$ cat src/rtl/uart_rts_pkg.sv
package uart_rts_pkg;

    localparam int CHAR_W = 8;

    typedef enum logic [2:0] {
        RX_IDLE,
        RX_START,
        RX_DATA,
        RX_PAR,
        RX_STOP
    } rx_state_e;

    typedef struct packed {
        logic [CHAR_W-1:0] data;
        logic              perr;
        logic              ferr;
    } rx_char_t;

    // Parity bit value a correct transmitter sends for this data.
    function automatic logic expected_parity(input logic [CHAR_W-1:0] d,
                                             input logic odd_mode);
        return (^d) ^ odd_mode;
    endfunction

endpackage

$ cat src/rtl/rx_line_sync.sv
module rx_line_sync #(
    parameter int STAGES = 2
) (
    input  logic clk,
    input  logic rst,
    input  logic rxd,
    output logic rxd_s,
    output logic fall
);
    logic [STAGES-1:0] pipe;
    logic              prev;

    always_ff @(posedge clk) begin
        if (rst) begin
            pipe <= '1;
            prev <= 1'b1;
        end else begin
            pipe <= {pipe[STAGES-2:0], rxd};
            prev <= pipe[STAGES-1];
        end
    end

    assign rxd_s = pipe[STAGES-1];
    assign fall  = prev & ~pipe[STAGES-1];
endmodule

$ cat src/rtl/rx_frame.sv
module rx_frame
    import uart_rts_pkg::*;
#(
    parameter int OVS = 16
) (
    input  logic     clk,
    input  logic     rst,
    input  logic     tick,
    input  logic     enable,
    input  logic     rxd_s,
    input  logic     fall,
    input  logic     par_en,
    input  logic     par_odd,
    output logic     busy,
    output logic     frame_start,
    output logic     frame_end,
    output logic     false_start,
    output rx_char_t ch
);
    localparam int CNT_W = $clog2(OVS);
    localparam int HALF  = OVS / 2;
    localparam int IDX_W = $clog2(CHAR_W);

    rx_state_e         state;
    logic [CNT_W-1:0]  cnt;
    logic [IDX_W-1:0]  idx;
    logic [CHAR_W-1:0] shreg;
    logic              par_bad;
    logic              at_full;
    logic              at_half;

    assign at_full = tick && (cnt == CNT_W'(OVS - 1));
    assign at_half = tick && (cnt == CNT_W'(HALF - 1));

    assign busy        = (state != RX_IDLE);
    assign frame_start = enable && (state == RX_IDLE) && fall;
    assign false_start = enable && (state == RX_START) && at_half && rxd_s;
    assign frame_end   = enable && (state == RX_STOP) && at_full;

    assign ch.data = shreg;
    assign ch.perr = par_en & par_bad;
    assign ch.ferr = ~rxd_s;

    always_ff @(posedge clk) begin
        if (rst || !enable) begin
            state   <= RX_IDLE;
            cnt     <= '0;
            idx     <= '0;
            par_bad <= 1'b0;
            if (rst) shreg <= '0;
        end else begin
            case (state)
                RX_IDLE: begin
                    if (fall) begin
                        state   <= RX_START;
                        cnt     <= '0;
                        par_bad <= 1'b0;
                    end
                end
                RX_START: begin
                    if (at_half) begin
                        cnt <= '0;
                        idx <= '0;
                        state <= rxd_s ? RX_IDLE : RX_DATA;
                    end else if (tick) begin
                        cnt <= cnt + 1'b1;
                    end
                end
                RX_DATA: begin
                    if (at_full) begin
                        cnt   <= '0;
                        shreg <= {rxd_s, shreg[CHAR_W-1:1]};
                        if (idx == IDX_W'(CHAR_W - 1)) begin
                            state <= par_en ? RX_PAR : RX_STOP;
                        end else begin
                            idx <= idx + 1'b1;
                        end
                    end else if (tick) begin
                        cnt <= cnt + 1'b1;
                    end
                end
                RX_PAR: begin
                    if (at_full) begin
                        cnt     <= '0;
                        par_bad <= (rxd_s != expected_parity(shreg, par_odd));
                        state   <= RX_STOP;
                    end else if (tick) begin
                        cnt <= cnt + 1'b1;
                    end
                end
                RX_STOP: begin
                    if (at_full) begin
                        cnt   <= '0;
                        state <= RX_IDLE;
                    end else if (tick) begin
                        cnt <= cnt + 1'b1;
                    end
                end
                default: state <= RX_IDLE;
            endcase
        end
    end
endmodule

$ cat src/rtl/rx_rts_pace.sv
module rx_rts_pace #(
    parameter int OVS   = 16,
    parameter int DLY_W = 4
) (
    input  logic             clk,
    input  logic             rst,
    input  logic             tick,
    input  logic             rts_en,
    input  logic             rx_en,
    input  logic             rx_init,
    input  logic             busy,
    input  logic             frame_start,
    input  logic             frame_end,
    input  logic [DLY_W-1:0] rts_dly,
    output logic             rts_n
);
    localparam int PEND_W = DLY_W + $clog2(OVS + 1);

    logic [PEND_W-1:0] pend;

    always_ff @(posedge clk) begin
        if (rst || !rx_en || rx_init) begin
            pend <= '0;
        end else if (frame_start) begin
            pend <= '0;
        end else if (frame_end) begin
            pend <= PEND_W'(rts_dly) * PEND_W'(OVS);
        end else if (tick && (pend != '0)) begin
            pend <= pend - 1'b1;
        end
    end

    assign rts_n = ~rts_en | ~rx_en | rx_init | busy | (pend != '0);
endmodule

$ cat src/rtl/rx_hold_buf.sv
module rx_hold_buf
    import uart_rts_pkg::*;
(
    input  logic     clk,
    input  logic     rst,
    input  logic     clr,
    input  logic     load,
    input  rx_char_t ch_in,
    input  logic     rd,
    output rx_char_t held,
    output logic     full
);
    always_ff @(posedge clk) begin
        if (rst || clr) begin
            held <= '0;
            full <= 1'b0;
        end else if (load) begin
            held.data <= ch_in.data;
            held.perr <= ch_in.perr | (held.perr & ~rd);
            held.ferr <= ch_in.ferr | (held.ferr & ~rd);
            full      <= 1'b1;
        end else if (rd) begin
            held.perr <= 1'b0;
            held.ferr <= 1'b0;
            full      <= 1'b0;
        end
    end
endmodule

$ cat src/rtl/uart_rts_rx.sv
module uart_rts_rx
    import uart_rts_pkg::*;
#(
    parameter int OVS         = 16,
    parameter int DLY_W       = 4,
    parameter int SYNC_STAGES = 2
) (
    input  logic              clk,
    input  logic              rst,
    input  logic              bit_tick,
    input  logic              rxd,
    input  logic              rx_en,
    input  logic              rx_init,
    input  logic              rts_en,
    input  logic              par_en,
    input  logic              par_odd,
    input  logic [DLY_W-1:0]  rts_dly,
    input  logic              rd_strobe,
    output logic              rts_n,
    output logic [CHAR_W-1:0] rx_data,
    output logic              rx_full,
    output logic              parity_err,
    output logic              frame_err
);
    logic     rxd_s;
    logic     fall;
    logic     enable;
    logic     busy;
    logic     frame_start;
    logic     frame_end;
    logic     false_start;
    rx_char_t ch;
    rx_char_t held;

    assign enable = rx_en & ~rx_init;

    rx_line_sync #(.STAGES(SYNC_STAGES)) u_sync (
        .clk   (clk),
        .rst   (rst),
        .rxd   (rxd),
        .rxd_s (rxd_s),
        .fall  (fall)
    );

    rx_frame #(.OVS(OVS)) u_frame (
        .clk         (clk),
        .rst         (rst),
        .tick        (bit_tick),
        .enable      (enable),
        .rxd_s       (rxd_s),
        .fall        (fall),
        .par_en      (par_en),
        .par_odd     (par_odd),
        .busy        (busy),
        .frame_start (frame_start),
        .frame_end   (frame_end),
        .false_start (false_start),
        .ch          (ch)
    );

    rx_rts_pace #(.OVS(OVS), .DLY_W(DLY_W)) u_pace (
        .clk         (clk),
        .rst         (rst),
        .tick        (bit_tick),
        .rts_en      (rts_en),
        .rx_en       (rx_en),
        .rx_init     (rx_init),
        .busy        (busy),
        .frame_start (frame_start),
        .frame_end   (frame_end),
        .rts_dly     (rts_dly),
        .rts_n       (rts_n)
    );

    rx_hold_buf u_buf (
        .clk   (clk),
        .rst   (rst),
        .clr   (rx_init),
        .load  (frame_end),
        .ch_in (ch),
        .rd    (rd_strobe),
        .held  (held),
        .full  (rx_full)
    );

    assign rx_data    = held.data;
    assign parity_err = held.perr;
    assign frame_err  = held.ferr;
endmodule

$ cat config.mk
export PLATFORM = sky130hd
export DESIGN_NAME = uart_rts_rx
export DESIGN_NICKNAME = d
export VERILOG_FILES = /design/src/rtl/uart_rts_pkg.sv /design/src/rtl/rx_line_sync.sv /design/src/rtl/rx_frame.sv /design/src/rtl/rx_rts_pace.sv /design/src/rtl/rx_hold_buf.sv /design/src/rtl/uart_rts_rx.sv
export SDC_FILE = /design/constraint.sdc
export NUM_CORES = 1
export LEC_CHECK = 0
export ABC_CLOCK_PERIOD_IN_PS = 4400
export BUFFER_PORTS_ARGS = -buffer_cell sky130_fd_sc_hd__clkbuf_2
export CAP_MARGIN = 20
export CORE_MARGIN = 4
export CORE_UTILIZATION = 50
export DETAILED_ROUTE_END_ITERATION = 16
export PLACE_DENSITY = 0.73
export SETUP_SLACK_MARGIN = 0.4
export SLEW_MARGIN = 30
export SYNTH_ARGS = -nofsm -noshare
export SYNTH_HDL_FRONTEND = slang
export SYNTH_SLANG_ARGS = --single-unit
$ cat constraint.sdc
create_clock -name clk -period 4.4 [get_ports clk]
set_input_delay 0.44 -clock clk [delete_from_list [all_inputs] [get_ports clk]]
set_output_delay 0.44 -clock clk [all_outputs]
set_load 0.005 [all_outputs]
# --- Yosys cells after proc, flatten, opt, wreduce, memory -nomap -nowiden ---
# Cells that the tools add are included.
op_classes:
  bitwise: 17
  n_eq_ne: 16
  mux: 31
  reduce_logical: 32
  add_sub_neg: 3
ops:
  columns: ["operator", "n"]
  rows:
  - ["8-bit 2-to-1 mux", 6]
  - ["3-bit 2-to-1 mux", 10]
  - ["4-bit 2-to-1 mux", 4]
  - ["3-bit one-hot mux with 5 select lines", 1]
  - ["2-bit by 1-bit != test with 1-bit output, second input constant", 6]
  - ["4-bit one-hot mux with 3 select lines", 1]
  - ["2-bit nonzero test", 6]
  - ["9-bit nonzero test", 1]
  - ["9-bit by 1-bit subtractor with 9-bit output, second input constant", 1]
  - ["8-bit parity", 1]
  - ["1-bit logical AND", 7]
  - ["3-bit by 2-bit equality test with 1-bit output, second input constant", 2]
  - ["3-bit equality test, second input constant", 2]
  - ["2-bit 2-to-1 mux", 3]
  - ["1-bit bitwise OR", 6]
  - ["3-bit one-hot mux with 2 select lines", 1]
  - ["3-bit AND reduction", 2]
  - ["6-bit AND reduction", 1]
  - ["3-bit nonzero test", 2]
  - ["3-bit OR reduction", 2]
  - ["1-bit bitwise AND", 5]
  - ["1-bit NOT", 5]
  - ["4-bit by 1-bit adder with 4-bit output, second input constant", 1]
  - ["4-bit by 3-bit equality test with 1-bit output, second input constant", 1]
  - ["other kinds (14)", 22]
word_totals:
  output_inout_bits: 12
  input_bits: 14
  reg_bits: 42

# --- Longest topological paths before layout ---
# Gate-level depths: netlist of the first run.
depth:
  depth_word: 6
  mapped_depth: 8
  depth_no_buf: 7

# --- Hierarchy ---
# From an unflattened synthesis of the first run, not the netlist that was laid out.
hier_totals:
  cells_unflattened: 247
  area_unflattened_um2: 2273.4
by_module_without_submodules:
  columns: ["mod", "area_each_um2", "n_inst", "seq_area_each_um2", "cells_per_inst"]
  rows:
  - ["rx_frame", 1261.2, 1, 460.4, 140]
  - ["rx_rts_pace", 505.5, 1, 180.2, 60]
  - ["rx_hold_buf", 407.9, 1, 220.2, 39]
  - ["rx_line_sync", 85.1, 1, 60.1, 7]
  - ["uart_rts_rx", 13.8, 1, 0.0, 1]

# --- Worst setup path before layout of the first run ---
# OpenSTA, ideal clock, no wires.
synth_path:
  path_kind: "register -> register"
  from: "register u_frame.idx[0]"
  to: "register u_frame.idx[0]"
  setup_ns: 0.070
  stages_incl_launch_ff: 9
  slack_ns: 2.441
  required_ns: 4.330
  arrival_ns: 1.889
  path_buffers: 1
  path_cell_list: "dfxtp_1 -> ha_1 -> ha_1 -> and4bb_1 -> a21oi_1 -> or3_1 -> clkbuf_2 -> or4_1 -> a21oi_1"
synth_via:
  elab_chain_cells: 4
synth_lines:
  columns: ["element", "line", "rtl"]
  rows:
  - ["start: declaration", "rx_frame.sv:26", "logic [IDX_W-1:0] idx;"]
  - ["start signal: assignment", "rx_frame.sv:76", "idx <= idx + 1'b1;"]
  - ["3-bit by 1-bit adder with 3-bit output", "rx_frame.sv:76", null]
  - ["3-bit 2-to-1 mux", "rx_frame.sv:73", "if (idx == IDX_W'(CHAR_W - 1)) begin"]
  - ["3-bit 2-to-1 mux", "rx_frame.sv:70", "if (at_full) begin"]
  - ["3-bit one-hot mux with 2 select lines", "rx_frame.sv:52", "case (state)"]
# Parallel ways exist; a longest one is shown, timed or not. The select of a mux whose other input is x is not followed.
# A chain may end at the register's enable or synchronous reset.

# --- Worst setup path in the final report of the first run ---
layout_path:
  from: "register u_pace.pend[0]"
  to: "output port rts_n"
layout_via:
  elab_chain_cells: 2
layout_lines:
  columns: ["element", "line", "rtl"]
  rows:
  - ["start: declaration", "rx_rts_pace.sv:19", "logic [PEND_W-1:0] pend;"]
  - ["start signal: assignment", "rx_rts_pace.sv:27", "pend <= PEND_W'(rts_dly) * PEND_W'(OVS);"]
  - ["start signal: assignment", "rx_rts_pace.sv:29", "pend <= pend - 1'b1;"]
  - ["9-bit nonzero test", "rx_rts_pace.sv:33", "assign rts_n = ~rts_en | ~rx_en | rx_init | busy | (pend != '0);"]
  - ["1-bit bitwise OR", "rx_rts_pace.sv:33", null]
  - ["end: declaration", "uart_rts_rx.sv:19", "output logic rts_n,"]
# Every way passes these cells.

==> results.py, run 1 <==
metrics = {
    "status": {
        "status": "finished clean",
    },
    "drt": {
        "drc": 0,
        "drtIter0Drc": 65,
        "drt_first_pass_iters": 4,
        "postRouteAntennaNets": 0,
        "wl_per_cell_microns": 14.0,
        "viasPerCell": 5.46,
        "num_vias": 1671,
        "wl_mm": 4.29,
    },
    "worst_setup_path": {
        "r2r_slack_ns": 2.34,
        "worstRegToRegCells": 7,
        "start_kind": "flip-flop",
        "worst_r2r_endpoint": "u_frame.idx[0]",
        "required_ns": 3.96,
        "r2r-start": "u_frame.idx[0]",
        "path_class": "reg2out",
        "critPathMaxFanout": 3,
        "critPathArrivalTime_ns": 1.87,
        "end_kind": "output pin",
    },
    "sta": {
        "tightest_slew_ns": 0.820,
        "skew_ns": 0.0107,
        "relSlewSlack_pct": 45.1,
        "fin_crit_sh_pct": 52.5,
        "setup_viol": 0,
        "report.final.slew_viol_count": 0,
        "post-route-min-period_ns": 2.31,
        "max_freq_mhz": 433,
        "fin_setup_tns_ns": 0,
        "grt_setup_unrepaired": "false",
        "hold_viol_final": 0,
    },
    "floorplan": {
        "ios": 26,
        "rows": 23,
        "die_y_microns": 72.4,
        "die_area_sq_um": 5240,
        "start_util_pct": 51.8,
        "dieWidth_microns": 72.4,
        "core_sq_um": 4000,
    },
    "hold_path": {
        "hp-start": "rxd",
        "hp-class": "in2reg",
        "holdPathEnd": "u_sync.pipe[0]",
        "hold_depth": 2,
    },
    "yosys": {
        "yosysSeqAreaShare_pct": 44.4,
        "async_flop_share_pct": 0,
        "syn_area_sq_um": 2070,
        "ys_warn_count": 0,
        "synth_seq_cells": 42,
        "synthesis.nets": 254,
        "ys_types": 43,
        "yosysTopAreaCellShare_pct": 32.9,
        "synth_area_per_cell_sq_um": 8.78,
        "synth_edf_count": 8,
        "synth_area_leader_cell": "dfxtp_1",
        "synthTopCellsByArea": "dfxtp_1 (33%), edfxtp_1 (12%), nor2_1 (5.3%)",
        "synthFlopType": "dfxtp_1",
        "syn_inst": 236,
    },
    "grt": {
        "overflow": 0,
        "antenna_found_initial": 0,
        "grtUsageTotal_pct": 18.4,
        "grt_pass1_vias": 1635,
        "grt_first_pass_wirelength_mm": 7.59,
        "grt_start_max_net_pins": 20,
    },
    "clocking": {
        "cts_resized": 0,
        "htreeDepth": 2,
        "holdBufCountCts": 0,
        "cts.clk_slew.worst_paths_ns": 0.08,
        "post_cts_buffers": 0,
        "clock_path_buffers": 2,
        "clock-sinks": 42,
        "ctsRootBufferMaster": "clkbuf_8",
        "numCtsBuffers": 5,
        "cts_tree": "built",
        "clk_latency_ns": 0.30,
    },
    "placed_design": {
        "dp_hpwl_mm": 3.04,
        "gp_congestion": 0.813,
        "numPortBuffers": 25,
    },
    "cells_and_area": {
        "area_delta_synth_final_pct": 11.4,
        "drive_gt1_share_pct": 16.0,
        "diodes": 0,
        "multiInputGateArea_sq_um": 1070,
        "seqCellArea_sq_um": 921,
        "nets": 273,
        "fillerInstances": 359,
    },
    "pwr": {
        "p_total_mw": 0.748,
        "p_per_area_nw_per_um2": 324,
        "p_leak_nw": 0.874,
        "ir_worst_vdd_v": 0.000237,
    },
    "flow_run": {
        "drv_cap": 0,
    },
}
-- where the power goes --
group	switching [mW]	internal [mW]	total [mW]	leakage (nW)
clock network	0.137	0.169	0.306	0.0514
registers	0.00460	0.396	0.401	0.357
logic	0.0226	0.0192	0.0418	0.466
total	0.164	0.585	0.748	0.874
-- critical path, stage by stage, from the launching register on --
cell and delay (ns):
dfxtp_1 0.33, inv_1 0.06, ha_1 0.18, or3b_2 0.49, nor3_1 0.25, nand4_1 0.13
clkbuf_2 0.13
-- how the worst max path moves through the flow --
| stage | startpoint | endpoint | depth (start not counted) |
|---|---|---|---|
| global placement | u_pace.pend[0] | rts_n | 6 |
| floorplan | u_frame.idx[0] | u_frame.idx[0] | 8 |
| CTS | u_pace.pend[0] | rts_n | 6 |
| detailed placement | u_frame.idx[0] | u_frame.idx[0] | 7 |
| global route | u_pace.pend[0] | rts_n | 6 |
| finish | u_pace.pend[0] | rts_n | 6 |
-- sequential cells by signal (all words and copies together), names as in the netlist --
name,count
u_frame.idx,3
u_sync.prev,1
u_frame.cnt,4
u_frame.par_bad,1
u_frame.state,3
u_buf.held,10
u_frame.shreg,8
u_sync.pipe,2
u_buf.full,1
u_pace.pend,9
-- cell usage in the layout (no fill, tap or decap), types with 4 or more instances in the layout --
master and n:
edfxtp_1 8, ha_1 4, a21oi_1 17, clkbuf_2 25, clkbuf_8 5, nor2_1 29, or2_2 4, o21ai_0 4
and2_1 9, xor2_1 6, dfxtp_1 34, a211oi_1 7, nand2b_1 4, xnor2_1 10, nand2_1 23, mux2i_1 5
nor3_1 7, inv_1 6, nand3_1 9, or3_1 4
-- kinds of logic after synthesis --
logic type / after synthesis / synth area share [%]
AND/OR/NAND/NOR: 109 / 26.7
flip-flops: 42 / 44.4
AO/OA/AOI/OAI: 40 / 12.7
buffers and inverters: 19 / 4.04
XOR/XNOR: 16 / 6.76
multiplexers: 6 / 2.96
adder cells (fa/ha/maj): 4 / 2.42
-- cell usage after synthesis, types with 5 or more instances --
cell,number
a211oi_1,7
a21oi_1,17
and2_1,9
clkbuf_1,6
dfxtp_1,34
edfxtp_1,8
inv_1,6
mux2i_1,5
nand2_1,23
nand3_1,9
nor2_1,29
nor3_1,7
xnor2_1,10
xor2_1,6
-- per-stage QoR --
step	area (sq um)	util [%]	instances	hold slack (ns)	setup WS, ns
floorplan	2070	-	236	0.389	2.44
finish	2310	57.7	306	0.325	2.09
global placement	2200	55.0	298	0.393	2.40
CTS	2310	57.7	306	0.316	2.08
detailed placement	2200	55.0	298	0.398	2.36
global route	2310	57.7	306	0.320	1.97
-- cell type report --
| cell class | instances | area share, % |
|---|---|---|
| Clock buffer | 6 | 3.14 |
| Clock inverter | 2 | 1.63 |
| Inverter | 6 | 0.976 |
| Multi-Input combinational cell | 175 | 46.2 |
| Sequential cell | 42 | 39.9 |
| Tap cell | 50 | 2.71 |
| Timing Repair Buffer | 25 | 5.42 |
-- metal layers --
layer | vias to the layer above | share of wire, % | GRT usage [%]
li1 | 861 | - | -
met1 | 771 | 48 | 24.7
met2 | 30 | 46 | 28.9
met3 | 9 | 4.1 | 4.16
met4 | 0 | 1.9 | 6.76
met5 | - | 0 | 0
Power figures use the tool's default switching activity.
==> inputs of run 2 (changes only) <==
--- a/config.mk
+++ b/config.mk
@@ -5,13 +5,13 @@
 export SDC_FILE = /design/constraint.sdc
 export NUM_CORES = 1
 export LEC_CHECK = 0
-export ABC_CLOCK_PERIOD_IN_PS = 4400
+export ABC_CLOCK_PERIOD_IN_PS = 1950
 export BUFFER_PORTS_ARGS = -buffer_cell sky130_fd_sc_hd__clkbuf_2
 export CAP_MARGIN = 20
 export CORE_MARGIN = 4
 export CORE_UTILIZATION = 50
 export DETAILED_ROUTE_END_ITERATION = 16
-export PLACE_DENSITY = 0.73
+export PLACE_DENSITY = 0.76
 export SETUP_SLACK_MARGIN = 0.4
 export SLEW_MARGIN = 30
 export SYNTH_ARGS = -nofsm -noshare
==> constraint.sdc (replaced) <==
create_clock -name clk -period 1.95 [get_ports clk]
set_input_delay 0.195 -clock clk [delete_from_list [all_inputs] [get_ports clk]]
set_output_delay 0.195 -clock clk [all_outputs]
set_load 0.005 [all_outputs]
==> run 2 against run 1 <==
  * Global-route usage grew 0.70 points
  * Sequential share of layout area down 7.5 points
  * Via count rose by 17%
  * Critical endpoint is now u_frame.idx[0]
  * Power up 130%
  * Combinational power rose to 2.8 times the previous value
  * Non-clock buffer count grew 28
==> results.py, run 2 (synthesis results as in run 1) <==
metrics = {
    "status": {
        "status": "finished clean",
    },
    "clocking": {
        "clock_path_buffers": 2,
        "ctsRootBufferMaster": "clkbuf_8",
        "holdBufCountCts": 0,
        "clk_latency_ns": 0.30,
        "cts_tree": "built",
        "cts.clk_slew.worst_paths_ns": 0.08,
        "htreeDepth": 2,
        "clock-sinks": 42,
        "numCtsBuffers": 5,
    },
    "drt": {
        "wl_mm": 5.68,
        "postRouteAntennaNets": 0,
        "drc": 0,
        "wl_per_cell_microns": 17.0,
        "drtIter0Drc": 137,
        "viasPerCell": 5.85,
        "drt_first_pass_iters": 6,
        "num_vias": 1961,
    },
    "placed_design": {
        "placed_area_sq_um": 2330,
        "dp_hpwl_mm": 3.10,
        "numPortBuffers": 25,
        "dpl_worst_slack_ns": 0.108,
        "dp_cells": 309,
        "gp_congestion": 0.839,
    },
    "pwr": {
        "p_sw_share_pct": 22.6,
        "p_per_area_nw_per_um2": 594,
        "intPower_mw": 1.33,
        "p_leak_nw": 1.08,
        "p_comb_share_pct": 6.7,
        "ir_worst_vdd_v": 0.000552,
        "p_switching_mw": 0.386,
        "clockPowerShare_pct": 40.6,
        "p_total_mw": 1.71,
        "pwr-share-seq_pct": 52.7,
    },
    "sta": {
        "hold_viol_final": 0,
        "worst_slack_ns": 0.0955,
        "setup_viol": 0,
        "fin_crit_sh_pct": 95.1,
        "skew_ns": 0.00723,
        "report.final.slew_viol_count": 0,
        "hold_slack_ns": 0.0723,
        "post-route-min-period_ns": 1.85,
        "grt_setup_unrepaired": "true",
        "tightest_slew_ns": 0.412,
        "max_freq_mhz": 539,
        "fin_setup_tns_ns": 0,
        "relSlewSlack_pct": 72.3,
    },
    "worst_setup_path": {
        "r2r-start": "u_frame.idx[0]",
        "worst_r2r_endpoint": "u_frame.idx[0]",
        "critPathMaxFanout": 3,
        "critPathArrivalTime_ns": 2.08,
        "max_stage_delay_ns": 0.40,
        "r2r_slack_ns": 0.1,
        "critical_path.endpoint": "u_frame.idx[0]",
        "start_kind": "flip-flop",
        "end_kind": "flip-flop",
        "cp-startpoint": "u_frame.idx[0]",
        "required_ns": 2.17,
        "cp_slowest_cell": "or4_1",
        "worstRegToRegCells": 7,
        "path_class": "reg2reg",
        "crit_chain": "ha_4, ha_4, and4bb_1, a21oi_1, or3_1, or4_1, a21oi_1",
    },
    "grt": {
        "grt_first_pass_wirelength_mm": 7.87,
        "grt_start_max_net_pins": 17,
        "antenna_found_initial": 0,
        "grt_pass1_vias": 1745,
        "grtUsageTotal_pct": 19.1,
        "overflow": 0,
    },
    "cells_and_area": {
        "layout_commonest_cell": "clkbuf_2",
        "fin_util_pct": 72.2,
        "drive_gt1_share_pct": 45.3,
        "nets": 302,
        "fillerInstances": 269,
        "layout.cells.non_filler": 335,
        "final_cell_mix": "clkbuf_2 (25), nor2_1 (24), dfxtp_1 (24), buf_4 (18)",
        "area_delta_synth_final_pct": 39.3,
        "reg_top3": "u_buf.held x10, u_pace.pend x9, u_frame.shreg x8",
        "fin_area_sq_um": 2890,
        "diodes": 0,
        "largest_reg_flops": 10,
        "regMostFlops": "u_buf.held",
    },
    "flow_run": {
        "drv_cap": 0,
    },
    "floorplan": {
        "die_y_microns": 72.4,
        "core_sq_um": 4000,
        "dieWidth_microns": 72.4,
        "rows": 23,
        "die_area_sq_um": 5240,
        "start_util_pct": 51.8,
        "ios": 26,
    },
    "hold_path": {
        "hp-class": "in2reg",
    },
}
## run 2: cell count changes in the layout (fill, tap and decap cells not counted), moves of 8 or more
cell / change
buf_4: +18
dfxtp_2: +9
a21oi_2: +10
buf_6: +8
nand2_2: +9
nand2_1: -16
a21oi_1: -10
dfxtp_1: -10
## run 2: worst min-delay path by stage
stage,start,endpoint,cells after the start
floorplan,rxd,u_sync.pipe[0],1
global placement,rxd,u_sync.pipe[0],2
detailed placement,rxd,u_sync.pipe[0],2
CTS,rxd,u_sync.pipe[0],2
global route,rxd,u_sync.pipe[0],2
finish,rxd,u_sync.pipe[0],2
## run 2: per-layer routing
| layer | up-vias | global-route usage (%) | wire length, microns |
|---|---|---|---|
| met5 | - | 0 | 0 |
| met4 | 0 | 6.76 | 95 |
| met3 | 12 | 4.85 | 247 |
| met2 | 60 | 30.8 | 2970 |
| met1 | 965 | 24.8 | 2360 |
| li1 | 924 | - | - |
## run 2: layout make-up
cell class                      count  area (sq um)  area share, %
Clock buffer                        5          68.8           2.38
Tap cell                           50          62.6           2.17
Multi-Input combinational cell    176          1360           47.2
Sequential cell                    42           936           32.4
Inverter                            6          22.5          0.780
Clock inverter                      3          43.8           1.52
Timing Repair Buffer               53           390           13.5
## run 2: repair_timing
action / in CTS / in global routing
cloned: 0 / 2
endpoints found under the setup margin: 38 / 39
gates resized for setup: 22 / 62
setup buffers: 13 / 3
pin swaps: 11 / 26
## run 2: power by group through the flow
stage	Combinational (mW)	Clock, mW	Sequential, mW
floorplan	0.0668	0	0.920
global placement	0.0977	0	0.922
detailed placement	0.0992	0	0.923
CTS	0.104	0.706	0.901
global route	0.123	0.738	0.905
finish	0.115	0.695	0.903
## run 2: worst max-delay path, delay by kind of cell, from the launching register on
family	cells	cell delay, ns
DFF	1	0.35
adders and majority gates	2	0.31
and+or+nand+nor	3	0.96
AOI/OAI and AO/OA	2	0.17
==> inputs of run 3 (changes only) <==
--- a/config.mk
+++ b/config.mk
@@ -6,12 +6,12 @@
 export NUM_CORES = 1
 export LEC_CHECK = 0
 export ABC_CLOCK_PERIOD_IN_PS = 1950
-export BUFFER_PORTS_ARGS = -buffer_cell sky130_fd_sc_hd__clkbuf_2
 export CAP_MARGIN = 20
 export CORE_MARGIN = 4
 export CORE_UTILIZATION = 50
 export DETAILED_ROUTE_END_ITERATION = 16
-export PLACE_DENSITY = 0.76
+export DONT_BUFFER_PORTS = 1
+export PLACE_DENSITY = 0.71
 export SETUP_SLACK_MARGIN = 0.4
 export SLEW_MARGIN = 30
 export SYNTH_ARGS = -nofsm -noshare
==> run 3 against run 2 <==
  * Die area is the same
  * Clock skew up 0.0076 ns
  * Via count shrank 11%
  * Critical path depth stayed put
  * Wire length down 17%
  * Global-route usage decreased by 0.85 points
  * Non-clock buffer count is 25 lower
  * Register-to-register slack is essentially flat
  * Power down 7.6%
  * Sequential power fell by 0.4%
  * Largest cell class unchanged
==> results.py, run 3 (synthesis results as in run 1) <==
metrics = {
    "pwr": {
        "ir_worst_vdd_v": 0.000523,
        "p_sw_share_pct": 24.4,
        "p_comb_share_pct": 5.8,
        "p_leak_nw": 0.921,
        "p_per_area_nw_per_um2": 609,
        "clockPowerShare_pct": 37.5,
        "pwr-share-seq_pct": 56.8,
        "intPower_mw": 1.20,
        "p_switching_mw": 0.386,
    },
    "flow_run": {
        "drv_cap": 0,
    },
    "status": {
        "status": "finished clean",
    },
    "worst_setup_path": {
        "r2r_slack_ns": 0.10,
        "worstRegToRegCells": 7,
        "start_kind": "flip-flop",
        "cp_slowest_cell": "or4_1",
        "required_ns": 2.17,
        "critPathMaxFanout": 3,
        "crit_chain": "ha_4, ha_4, and4bb_1, a21oi_1, or3_1, or4_1, a21oi_1",
        "max_stage_delay_ns": 0.41,
        "end_kind": "flip-flop",
        "path_class": "reg2reg",
        "critPathArrivalTime_ns": 2.07,
        "r2r-start": "u_frame.idx[0]",
        "worst_r2r_endpoint": "u_frame.idx[0]",
    },
    "grt": {
        "overflow": 0,
        "grtUsageTotal_pct": 18.3,
        "grt_first_pass_wirelength_mm": 7.60,
        "grt_start_max_net_pins": 17,
        "antenna_found_initial": 1,
        "grt_pass1_vias": 1656,
    },
    "drt": {
        "drtIter0Drc": 83,
        "postRouteAntennaNets": 0,
        "drc": 0,
        "drt_first_pass_iters": 4,
        "viasPerCell": 5.62,
        "wl_per_cell_microns": 15.2,
        "num_vias": 1741,
        "wl_mm": 4.72,
    },
    "clocking": {
        "numCtsBuffers": 5,
        "cts_tree": "built",
        "htreeDepth": 2,
        "clk_latency_ns": 0.29,
        "ctsRootBufferMaster": "clkbuf_8",
        "cts.clk_slew.worst_paths_ns": 0.09,
        "clock_path_buffers": 2,
        "clock-sinks": 42,
    },
    "cells_and_area": {
        "regMostFlops": "u_buf.held",
        "reg_top3": "u_buf.held x10, u_pace.pend x9, u_frame.shreg x8",
        "final_cell_mix": "nor2_1 (26), dfxtp_1 (23), buf_4 (22), nand2_1 (21), a21oi_1 (14)",
        "fillerInstances": 317,
        "nets": 276,
        "largest_reg_flops": 10,
        "drive_gt1_share_pct": 31.7,
        "area_delta_synth_final_pct": 25.4,
        "layout_commonest_cell": "nor2_1",
    },
    "sta": {
        "skew_ns": 0.0148,
        "fin_crit_sh_pct": 94.7,
        "report.final.slew_viol_count": 0,
        "grt_setup_unrepaired": "true",
        "relSlewSlack_pct": 65.8,
        "post-route-min-period_ns": 1.85,
        "hold_viol_final": 0,
        "fin_setup_tns_ns": 0,
        "setup_viol": 0,
        "worst_slack_ns": 0.104,
        "tightest_slew_ns": 0.509,
        "max_freq_mhz": 542,
    },
    "floorplan": {
        "start_util_pct": 51.8,
        "die_y_microns": 72.4,
        "dieWidth_microns": 72.4,
        "ios": 26,
        "rows": 23,
        "core_sq_um": 4000,
        "die_area_sq_um": 5240,
    },
    "placed_design": {
        "gp_congestion": 0.803,
        "dp_hpwl_mm": 3.09,
        "numPortBuffers": 0,
        "dpl_worst_slack_ns": 0.112,
    },
    "hold_path": {
        "holdPathEnd": "u_sync.pipe[0]",
        "hp-start": "rxd",
        "hold_depth": 1,
        "hp-class": "in2reg",
    },
}
run 3: final cells by class:
type	instances	area [sq um]	area share (%)
multi-input cells	175	1250	48.0
flip-flops and latches	42	942	36.3
repair buffers	28	226	8.71
clock buffers	5	68.8	2.65
well taps	50	62.6	2.41
clock inverters	3	26.3	1.01
inverters	6	22.5	0.867
diodes	1	2.50	0.0963
run 3: repair_timing:
item,in CTS,in global routing
pin swaps,22,18
gates cloned,0,1
resized for setup,22,21
setup buffers,12,4
hold buffers,0,0
endpoints found under the setup margin,37,36
run 3: worst max-delay path by stage:
stage,startpoint,end
finish,u_frame.idx[0],u_frame.idx[0]
detailed placement,u_frame.idx[1],u_frame.idx[0]
global placement,u_frame.idx[0],u_frame.idx[0]
floorplan,u_frame.idx[0],u_frame.idx[0]
global route,u_frame.idx[0],u_frame.idx[0]
CTS,u_frame.idx[0],u_frame.idx[0]
run 3: power groups by stage:
stage               Clock, mW  Sequential (mW)  Combinational (mW)
floorplan                   0            0.920              0.0668
global placement            0            0.923              0.0780
detailed placement          0            0.923              0.0790
CTS                     0.614            0.900              0.0844
global route            0.653            0.901              0.0991
finish                  0.594            0.899              0.0911
run 3: through the flow:
step / cell area (sq um) / cells / total power, mW / hold slack, ns / util [%]
after global placement: 2210 / 284 / 1.00 / 0.299 / 55.2
after CTS: 2470 / 304 / 1.60 / 0.00294 / 61.7
after detailed placement: 2210 / 284 / 1.00 / 0.301 / 55.2
after floorplan: 2120 / 236 / 0.987 / 0.299 / -
final: 2600 / 310 / 1.58 / 0.0100 / 65.0
after global routing: 2600 / 310 / 1.65 / 0.000658 / 65.0
run 3: routing by layer:
metal | vias to the layer above | global-route usage (%) | part of all wire, %
met5 | - | 0 | 0
met4 | 0 | 5.53 | 0.87
met3 | 6 | 4.43 | 4.0
met2 | 34 | 29.5 | 51
met1 | 832 | 24.2 | 45
li1 | 869 | - | -
run 3: critical path, delay by kind of cell, from the launching register on:
family          cells  cell delay [ns]
simple gates        3             0.96
flops               1             0.35
fa+ha+maj           2             0.31
compound gates      2             0.16
